===== src/rtl/pwm_trig_pkg.sv =====
package pwm_trig_pkg;
   // Shortest cycle that leaves room for a sample rise before the last tick
   localparam int MIN_PERIOD = 3;

   typedef struct packed {
      logic pwm;
      logic smp;
      logic ctl;
      logic stp;
   } pwm_flags_t;
endpackage


===== src/rtl/pwm_trig_cnt.sv =====
module pwm_trig_cnt #(
   parameter int CNT_W = 16
) (
   input  logic             clk,
   input  logic             rst,
   input  logic             en,
   input  logic [CNT_W-1:0] period_i,
   input  logic [CNT_W-1:0] duty_i,
   input  logic [CNT_W-1:0] lead_i,
   output logic             run_q,
   output logic [CNT_W-1:0] cnt_q,
   output logic [CNT_W-1:0] per_q,
   output logic [CNT_W-1:0] dty_q,
   output logic [CNT_W-1:0] ld_q
);
   localparam logic [CNT_W-1:0] P_MIN = CNT_W'(pwm_trig_pkg::MIN_PERIOD);
   localparam logic [CNT_W-1:0] ONE   = CNT_W'(1);

   logic [CNT_W-1:0] per_c, dty_c, ld_c;
   logic             wrap;

   // clamp the incoming settings so every strobe keeps one edge per cycle
   always_comb begin
      per_c = (period_i < P_MIN) ? P_MIN : period_i;
      dty_c = (duty_i > per_c) ? per_c : duty_i;
      if (lead_i == '0)
         ld_c = ONE;
      else if (lead_i > per_c - ONE)
         ld_c = per_c - ONE;
      else
         ld_c = lead_i;
   end

   assign wrap = (cnt_q == per_q - ONE);

   always_ff @(posedge clk) begin
      if (rst || !en) begin
         run_q <= 1'b0;
         cnt_q <= '0;
      end else if (!run_q || wrap) begin
         run_q <= 1'b1;
         cnt_q <= '0;
      end else begin
         cnt_q <= cnt_q + ONE;
      end
   end

   // settings change only on the edge that opens a cycle
   always_ff @(posedge clk) begin
      if (rst) begin
         per_q <= P_MIN;
         dty_q <= '0;
         ld_q  <= ONE;
      end else if (en && (!run_q || wrap)) begin
         per_q <= per_c;
         dty_q <= dty_c;
         ld_q  <= ld_c;
      end
   end
endmodule


===== src/rtl/pwm_trig_win.sv =====
module pwm_trig_win #(
   parameter int CNT_W = 16
) (
   input  logic             gate,
   input  logic [CNT_W-1:0] cnt,
   input  logic [CNT_W-1:0] lo,
   input  logic [CNT_W-1:0] len,
   output logic             hit
);
   logic [CNT_W:0] hi;

   assign hi  = {1'b0, lo} + {1'b0, len};
   assign hit = gate && (cnt >= lo) && ({1'b0, cnt} < hi);
endmodule


===== src/rtl/pwm_trig_gen.sv =====
module pwm_trig_gen #(
   parameter int CNT_W   = 16,
   parameter int REG_OUT = 0
) (
   input  logic             clk,
   input  logic             rst,
   input  logic             en,
   input  logic [CNT_W-1:0] period_i,
   input  logic [CNT_W-1:0] duty_i,
   input  logic [CNT_W-1:0] lead_i,
   output logic             pwm_o,
   output logic             smp_o,
   output logic             ctl_o,
   output logic             start_o
);
   import pwm_trig_pkg::*;

   if (CNT_W < 3) begin : g_bad_width
      $error("pwm_trig_gen: CNT_W must be at least 3");
   end
   if (REG_OUT < 0 || REG_OUT > 1) begin : g_bad_regout
      $error("pwm_trig_gen: REG_OUT must be 0 or 1");
   end

   localparam logic [CNT_W-1:0] ONE = CNT_W'(1);

   logic             run_q;
   logic [CNT_W-1:0] cnt_q, per_q, dty_q, ld_q;
   logic [CNT_W-1:0] half, mid, ctl_pt;
   logic             smp_gate;
   pwm_flags_t       nxt;

   pwm_trig_cnt #(.CNT_W(CNT_W)) u_cnt (
      .clk      (clk),
      .rst      (rst),
      .en       (en),
      .period_i (period_i),
      .duty_i   (duty_i),
      .lead_i   (lead_i),
      .run_q    (run_q),
      .cnt_q    (cnt_q),
      .per_q    (per_q),
      .dty_q    (dty_q),
      .ld_q     (ld_q)
   );

   assign half     = per_q >> 1;
   assign mid      = dty_q >> 1;
   assign ctl_pt   = per_q - ld_q;
   assign smp_gate = run_q && (dty_q != '0) && (cnt_q != per_q - ONE);

   pwm_trig_win #(.CNT_W(CNT_W)) u_smp_win (
      .gate (smp_gate),
      .cnt  (cnt_q),
      .lo   (mid),
      .len  (half),
      .hit  (nxt.smp)
   );

   pwm_trig_win #(.CNT_W(CNT_W)) u_ctl_win (
      .gate (run_q),
      .cnt  (cnt_q),
      .lo   (ctl_pt),
      .len  (half),
      .hit  (nxt.ctl)
   );

   assign nxt.pwm = run_q && (cnt_q < dty_q);
   assign nxt.stp = run_q && (cnt_q == '0);

   if (REG_OUT == 1) begin : g_reg_out
      pwm_flags_t out_q;
      always_ff @(posedge clk) begin
         if (rst) out_q <= '0;
         else     out_q <= nxt;
      end
      assign {pwm_o, smp_o, ctl_o, start_o} = out_q;
   end else begin : g_comb_out
      assign {pwm_o, smp_o, ctl_o, start_o} = nxt;
   end
endmodule


===== config.mk =====
export PLATFORM = sky130hd
export DESIGN_NAME = pwm_trig_gen
export DESIGN_NICKNAME = d
export VERILOG_FILES = /design/src/rtl/pwm_trig_pkg.sv /design/src/rtl/pwm_trig_cnt.sv /design/src/rtl/pwm_trig_win.sv /design/src/rtl/pwm_trig_gen.sv
export SDC_FILE = /design/constraint.sdc
export NUM_CORES = 1
export LEC_CHECK = 0
export ABC_CLOCK_PERIOD_IN_PS = 5170
export BUFFER_PORTS_ARGS = -buffer_cell sky130_fd_sc_hd__buf_2
export CELL_PAD_IN_SITES_DETAIL_PLACEMENT = 1
export CELL_PAD_IN_SITES_GLOBAL_PLACEMENT = 1
export CORE_MARGIN = 2
export CORE_UTILIZATION = 48
export DETAILED_ROUTE_END_ITERATION = 7
export HOLD_SLACK_MARGIN = 0.12
export PLACE_DENSITY = 0.95
export SYNTH_ARGS = -nofsm -noshare
export SYNTH_HDL_FRONTEND = slang
export SYNTH_SLANG_ARGS = --single-unit

===== constraint.sdc =====
create_clock -name clk -period 5.17 [get_ports clk]
set_input_delay 0.517 -clock clk [delete_from_list [all_inputs] [get_ports clk]]
set_output_delay 0.517 -clock clk [all_outputs]
set_load 0.02 [all_outputs]

* Yosys cells after proc, flatten, opt, wreduce, memory -nomap -nowiden
Index checks and enable logic that the tools add are counted.
** Word-level totals
- Output and inout bits :: 4
- Logic and storage cells :: 42
- Register bits after elaboration :: 65
** Cells by class
- Reductions and logical operators :: 17
- $lt $le $gt $ge :: 8
- Add/sub/neg operators :: 6
- Eq/ne operators :: 2
- Muxes and demuxes :: 4
** Operator list (number)
- 16-bit two-way mux :: 4
- 16-bit by 17-bit < comparator with 1-bit output :: 2
- 16-bit greater-than comparator :: 2
- 16-bit zero test :: 2
- 16-bit by 1-bit subtractor with 16-bit output, second input constant :: 2
- 16-bit by 15-bit adder with 17-bit output :: 1
- 15-bit by 15-bit adder with 16-bit output :: 1
- 16-bit by 1-bit adder with 16-bit output, second input constant :: 1
- 16-bit equality test :: 1
- 16-bit by 15-bit greater-or-equal comparator with 1-bit output :: 1
- 16-bit greater-or-equal comparator :: 1
- 16-bit < comparator :: 1
- 16-bit by 2-bit < comparator with 1-bit output, second input constant :: 1
- 16-bit inequality test :: 1
- 16-bit nonzero test :: 1
- 16-bit subtractor :: 1
- 1-bit logical AND :: 9
- 1-bit zero test :: 2
- 1-bit logical OR :: 2
- 2-bit OR reduction :: 1

* Depth between registers and ports, before layout
- Word-level depth :: 6
- Gate-level depth with buffers :: 25
- Depth with buffers taken out :: 25

* Hierarchy
From an unflattened synthesis, not the netlist that was laid out.
** Second synthesis, totals
- Cell total of the unflattened synthesis :: 1185
- Area, all modules :: 9371.5 um^2
** By module, submodules not included
- pwm_trig_cnt :: times used 1, area each 4618.2 um^2, cells an instance 542
- pwm_trig_gen :: times used 1, area each 1843.0 um^2, cells an instance 263
- pwm_trig_win (u_ctl_win) :: times used 1, area each 1485.2 um^2, cells an instance 193
- pwm_trig_win (u_smp_win) :: times used 1, area each 1425.1 um^2, cells an instance 187

* Worst setup path after synthesis
OpenSTA, ideal clock, no wires.
- Path type :: register -> output
- Start point :: register u_cnt.per_q[0]
- End point :: output port ctl_o
- Path buffers :: 0
- Stages on the path, launching flop included :: 24
- Slack :: 0.331 ns
- Arrival :: 4.322 ns
- Path through :: dfxtp_1 -> inv_1 -> ha_1 -> inv_1 -> fa_1 -> a21o_1 -> a21oi_1 -> o21bai_1 -> a31oi_1 -> nor2b_1 -> nor2_1 -> xnor2_1 -> ha_1 -> and3_1 -> a311oi_1 -> o21ai_0 -> a21oi_1 -> xor2_1 -> ha_1 -> o21a_1 -> o21a_1 -> a21oi_1 -> o31ai_1 -> a21oi_1
** Between the ends
- Longest elaborated chain between the ends :: 4
** RTL lines
- from (decl) :: RTL line pwm_trig_cnt.sv:12 : output logic [CNT_W-1:0] per_q,
- from (signal assigned) :: RTL line pwm_trig_cnt.sv:55 : per_q <= per_c;
- 16-bit subtractor (*) :: RTL line pwm_trig_gen.sv:49 : assign ctl_pt = per_q - ld_q;
- 16-bit by 15-bit adder with 17-bit output or 16-bit greater-or-equal comparator (tied branches) :: RTL line pwm_trig_win.sv:12, pwm_trig_win.sv:13
- 16-bit by 17-bit < comparator with 1-bit output or 1-bit logical AND (tied branches) :: RTL line pwm_trig_win.sv:13 : assign hit = gate && (cnt >= lo) && ({1'b0, cnt} < hi);
- 1-bit logical AND (*) :: RTL line pwm_trig_win.sv:13
- to (decl) :: RTL line pwm_trig_gen.sv:13 : output logic ctl_o,
Every way passes the cells marked *; elsewhere a longest branch is shown, timed or not.

* Worst setup path after layout
- Start point :: register u_cnt.ld_q[1]
- End point :: output port ctl_o
** Between the ends
- Longest elaborated chain between the ends :: 4
** RTL lines
- from (decl) :: RTL line pwm_trig_cnt.sv:14 : output logic [CNT_W-1:0] ld_q
- from (signal assigned) :: RTL line pwm_trig_cnt.sv:57 : ld_q <= ld_c;
- 16-bit subtractor (*) :: RTL line pwm_trig_gen.sv:49
- 16-bit by 15-bit adder with 17-bit output or 16-bit greater-or-equal comparator (tied branches) :: RTL line pwm_trig_win.sv:12, pwm_trig_win.sv:13
- 16-bit by 17-bit < comparator with 1-bit output or 1-bit logical AND (tied branches) :: RTL line pwm_trig_win.sv:13
- 1-bit logical AND (*) :: RTL line pwm_trig_win.sv:13
Marked as above.

==> flow_summary_export.csv <==
group,metric,value,unit
hold_path,hp-class,"input port to register",
synthesis,synth_top_area_cell,"ha_1",
global_routing,antenna_found_initial,0,
final_layout,diodes,0,
die,die_area,18100,um^2
die,fp.dieH,135,um
setup_path,rrSetupSlack,1370,ps
setup_path,worstReg2RegEnd,"u_cnt.ld_q[2]",
synthesis,ys_top_cells_by_count,"159 x ha_1, 88 x inv_1, 77 x nor2_1",
synthesis,synth_cells,1000,
die,io_pins,55,
synthesis,muxShareOfSynthArea,0.0270,
global_routing,overflow,0,
clock_network,clockBufferDepth,2,
clock_network,cts_tree,"done",
sta,timing.final.ws_setup,-386,ps
synthesis,async_flop_share,0,
final_layout,utilization,0.562,
setup_path,r2r_start,"u_cnt.per_q[1]",
synthesis,synth_compound_area_frac,0.220,
routing,drt-pass1-iter-count,6,
clock_network,clk_pin_slew,70,ps
synthesis,netlist_area,8200,um^2
final_layout,drive_gt1_frac,0.166,
synthesis,yosys-top-cells-area,"ha_1 24%, dfxtp_1 16%, xnor2_1 5.1%",
hold_path,hold_end,"u_cnt.per_q[12]",
die,dieWidth,135,um
setup_path,worst_ep_arrival_time,5040,ps
synthesis,synth_top_family_by_area,"adder cells",
setup_path,crit_fanout,4,
routing,top_layer_used,"met4",
placed_design,place_congestion,0.937,
routing,drtIter0Drc,720,
clock_network,cts_sinks,65,
pwr,p_leak,4.52,nW
pwr,p_per_area,284,nW/um^2
synthesis,synth_edf_count,0,
final_layout,final_cell_count_no_fill,1298,
clock_network,hold_buffers,0,
final_layout,postLayoutCellArea,9350,um^2
sta,setup_viol,1,
synthesis,synth.top_cell.area_share,0.243,
die,fp-row-count,47,
setup_path,critPathLaunchType,"register",
global_routing,grt_usage,0.377,
synthesis,ys_seq_elements,65,
placed_design,placed_cell_area,8770,um^2
pwr,power,2.66,mW
synthesis,synth.most_common_cell,"ha_1",
synthesis,postSynthNetCount,1213,
routing,vias,9053,
clock_network,insertion_delay,370,ps
sta,clock.fmax,0.180,GHz
clock_network,htree_levels,3,
setup_path,crit_type,"register to primary output",
sta,finClkSkew,17.2,ps
sta,max_slew_margin,0.242,
run,cap_violations,0,
die,core,16600,um^2
die,start_util,0.493,
synthesis,ys.flop_type,"dfxtp_1",
pwr,vdd_drop_max,0.000187,V
sta,fin_tns_setup,-386,ps
routing,ant_nets,0,
routing,wl_met3,3170,um
routing,wl,35500,um
routing,wl_per_cell,27.4,um
routing,vias_per_cell,6.97,
global_routing,grt_pass1_vias,9500,
routing,drc_errors,0,
sta,tightest_slew,1120,ps
sta,finalHoldViolations,0,
placed_design,dp_hpwl,23700,um
sta,min_period_over_period,1.07,
synthesis,yosysSeqAreaShare,0.159,
final_layout,syn_to_final_growth,14.1,%
setup_path,worstPathRequired,4650,ps
synthesis,synth-simple-area-share,0.195,
sta,drv_slew,0,
placed_design,io_buffers,54,
global_routing,grt_pass1_wl,52700,um
routing,wl_met1,12900,um
synthesis,synth_xor_xnor_area_share,0.0919,
global_routing,grt_max_degree,45,
placed_design,place_inst,1270,
sta,period_needed,5560,ps
synthesis,yosysWarnings,0,
synthesis,synth_cell_types,71,
status,status,"complete, but fails checks",
setup_path,reg2reg_depth,12,
clock_network,cts_root_buf,"clkbuf_16",
setup_path,cp-end-kind,"primary output",
sta,grt_setup_unrepaired,"yes",
final_layout,nets,1286,
placed_design,dp_slack,-280,ps
synthesis,syn_avg_cell_area,8.20,um^2
status,violations,"negative setup slack",
sta,whs,500,ps
hold_path,whs_path_depth,3,
routing,dr_wl_met2,16600,um
clock_network,numCtsBuffers,9,
synthesis,synth_adder_area_share,0.250,
hold_path,min-delay-start,"period_i[12]",
metal layers:
metal / GRT usage / up-vias
met3: 0.0736 / 248
met1: 0.422 / 4372
met2: 0.649 / 634
met4: 0.249 / 0
li1: - / 3799
met5: 0 / -
sequential cells by signal, indices dropped and copies added, names as in the netlist:
name,count
u_cnt.per_q,16
u_cnt.ld_q,16
u_cnt.run_q,1
u_cnt.cnt_q,16
u_cnt.dty_q,16
layout by cell type, fill, tap and decap left out, drive strengths merged, types with 7 or more instances in the layout:
| cell type | count |
|---|---|
| a211oi | 21 |
| a21o | 24 |
| a21oi | 47 |
| a31oi | 10 |
| a41o | 10 |
| and2 | 10 |
| and3 | 12 |
| buf | 88 |
| clkbuf | 10 |
| dfxtp | 65 |
| ha | 159 |
| inv | 89 |
| mux2i | 21 |
| nand2 | 50 |
| nand2b | 11 |
| nand3 | 25 |
| nand4 | 16 |
| nor2 | 77 |
| nor2b | 10 |
| nor3 | 39 |
| nor4 | 17 |
| o211a | 14 |
| o211ai | 7 |
| o21a | 14 |
| o21ai | 45 |
| o21bai | 11 |
| o41ai | 10 |
| or2 | 15 |
| or3 | 13 |
| xnor2 | 48 |
| xor2 | 38 |
cell type report:
type | instances | area [um^2]
Fill cell | 1985 | 7290
Multi-Input combinational cell | 821 | 6590
Sequential cell | 65 | 1300
Timing Repair Buffer | 88 | 528
Inverter | 88 | 330
Tap cell | 220 | 275
Clock buffer | 10 | 239
Clock inverter | 6 | 88.8
what timing repair did:
item                                    4_1_cts  5_1_grt
endpoints found under the setup margin        2        2
pin swaps                                    12       12
gates resized for setup                      24       18
setup buffers                                 5        7
worst max-delay path, stage by stage, from the launching register on:
cell      delay [ps]
dfxtp_1          300
inv_1            140
ha_1             250
nor2b_1          160
o31a_1           300
o21ai_0          270
nand2b_1         180
xor2_2           200
ha_1             370
o21ai_0          130
a21oi_1          230
o41ai_2           90
buf_4            150
o31a_1           310
o21bai_1         150
a21oi_1           90
xor2_1           150
ha_1             310
o21a_1           140
o21a_1           130
nand4_1          100
o31ai_1          220
a21oi_1          110
buf_4            170
how the worst max path moves through the flow:
stage / startpoint / end / slack, ps / cells past startpoint
2_1_floorplan: u_cnt.per_q[0] / ctl_o / 330 / 23
3_3_place_gp: u_cnt.per_q[0] / ctl_o / 110 / 24
3_5_place_dp: u_cnt.per_q[0] / ctl_o / -280 / 26
4_1_cts: u_cnt.per_q[0] / ctl_o / -220 / 26
5_1_grt: u_cnt.ld_q[1] / ctl_o / -580 / 22
6_report: u_cnt.ld_q[1] / ctl_o / -390 / 23
logic make-up after synthesis:
| family | count (synthesis) |
|---|---|
| AO/OA/AOI/OAI | 244 |
| XOR/XNOR | 86 |
| adder cells (fa/ha/maj) | 162 |
| buffers and inverters | 114 |
| flip-flops | 65 |
| multiplexers | 22 |
| AND/OR/NAND/NOR | 307 |
power by group:
group / switching [mW] / total [mW] / internal, mW
combinational: 0.808 / 1.35 / 0.537
sequential: 0.0430 / 0.576 / 0.533
clock: 0.298 / 0.735 / 0.437
(Power assumes the default switching activity.)
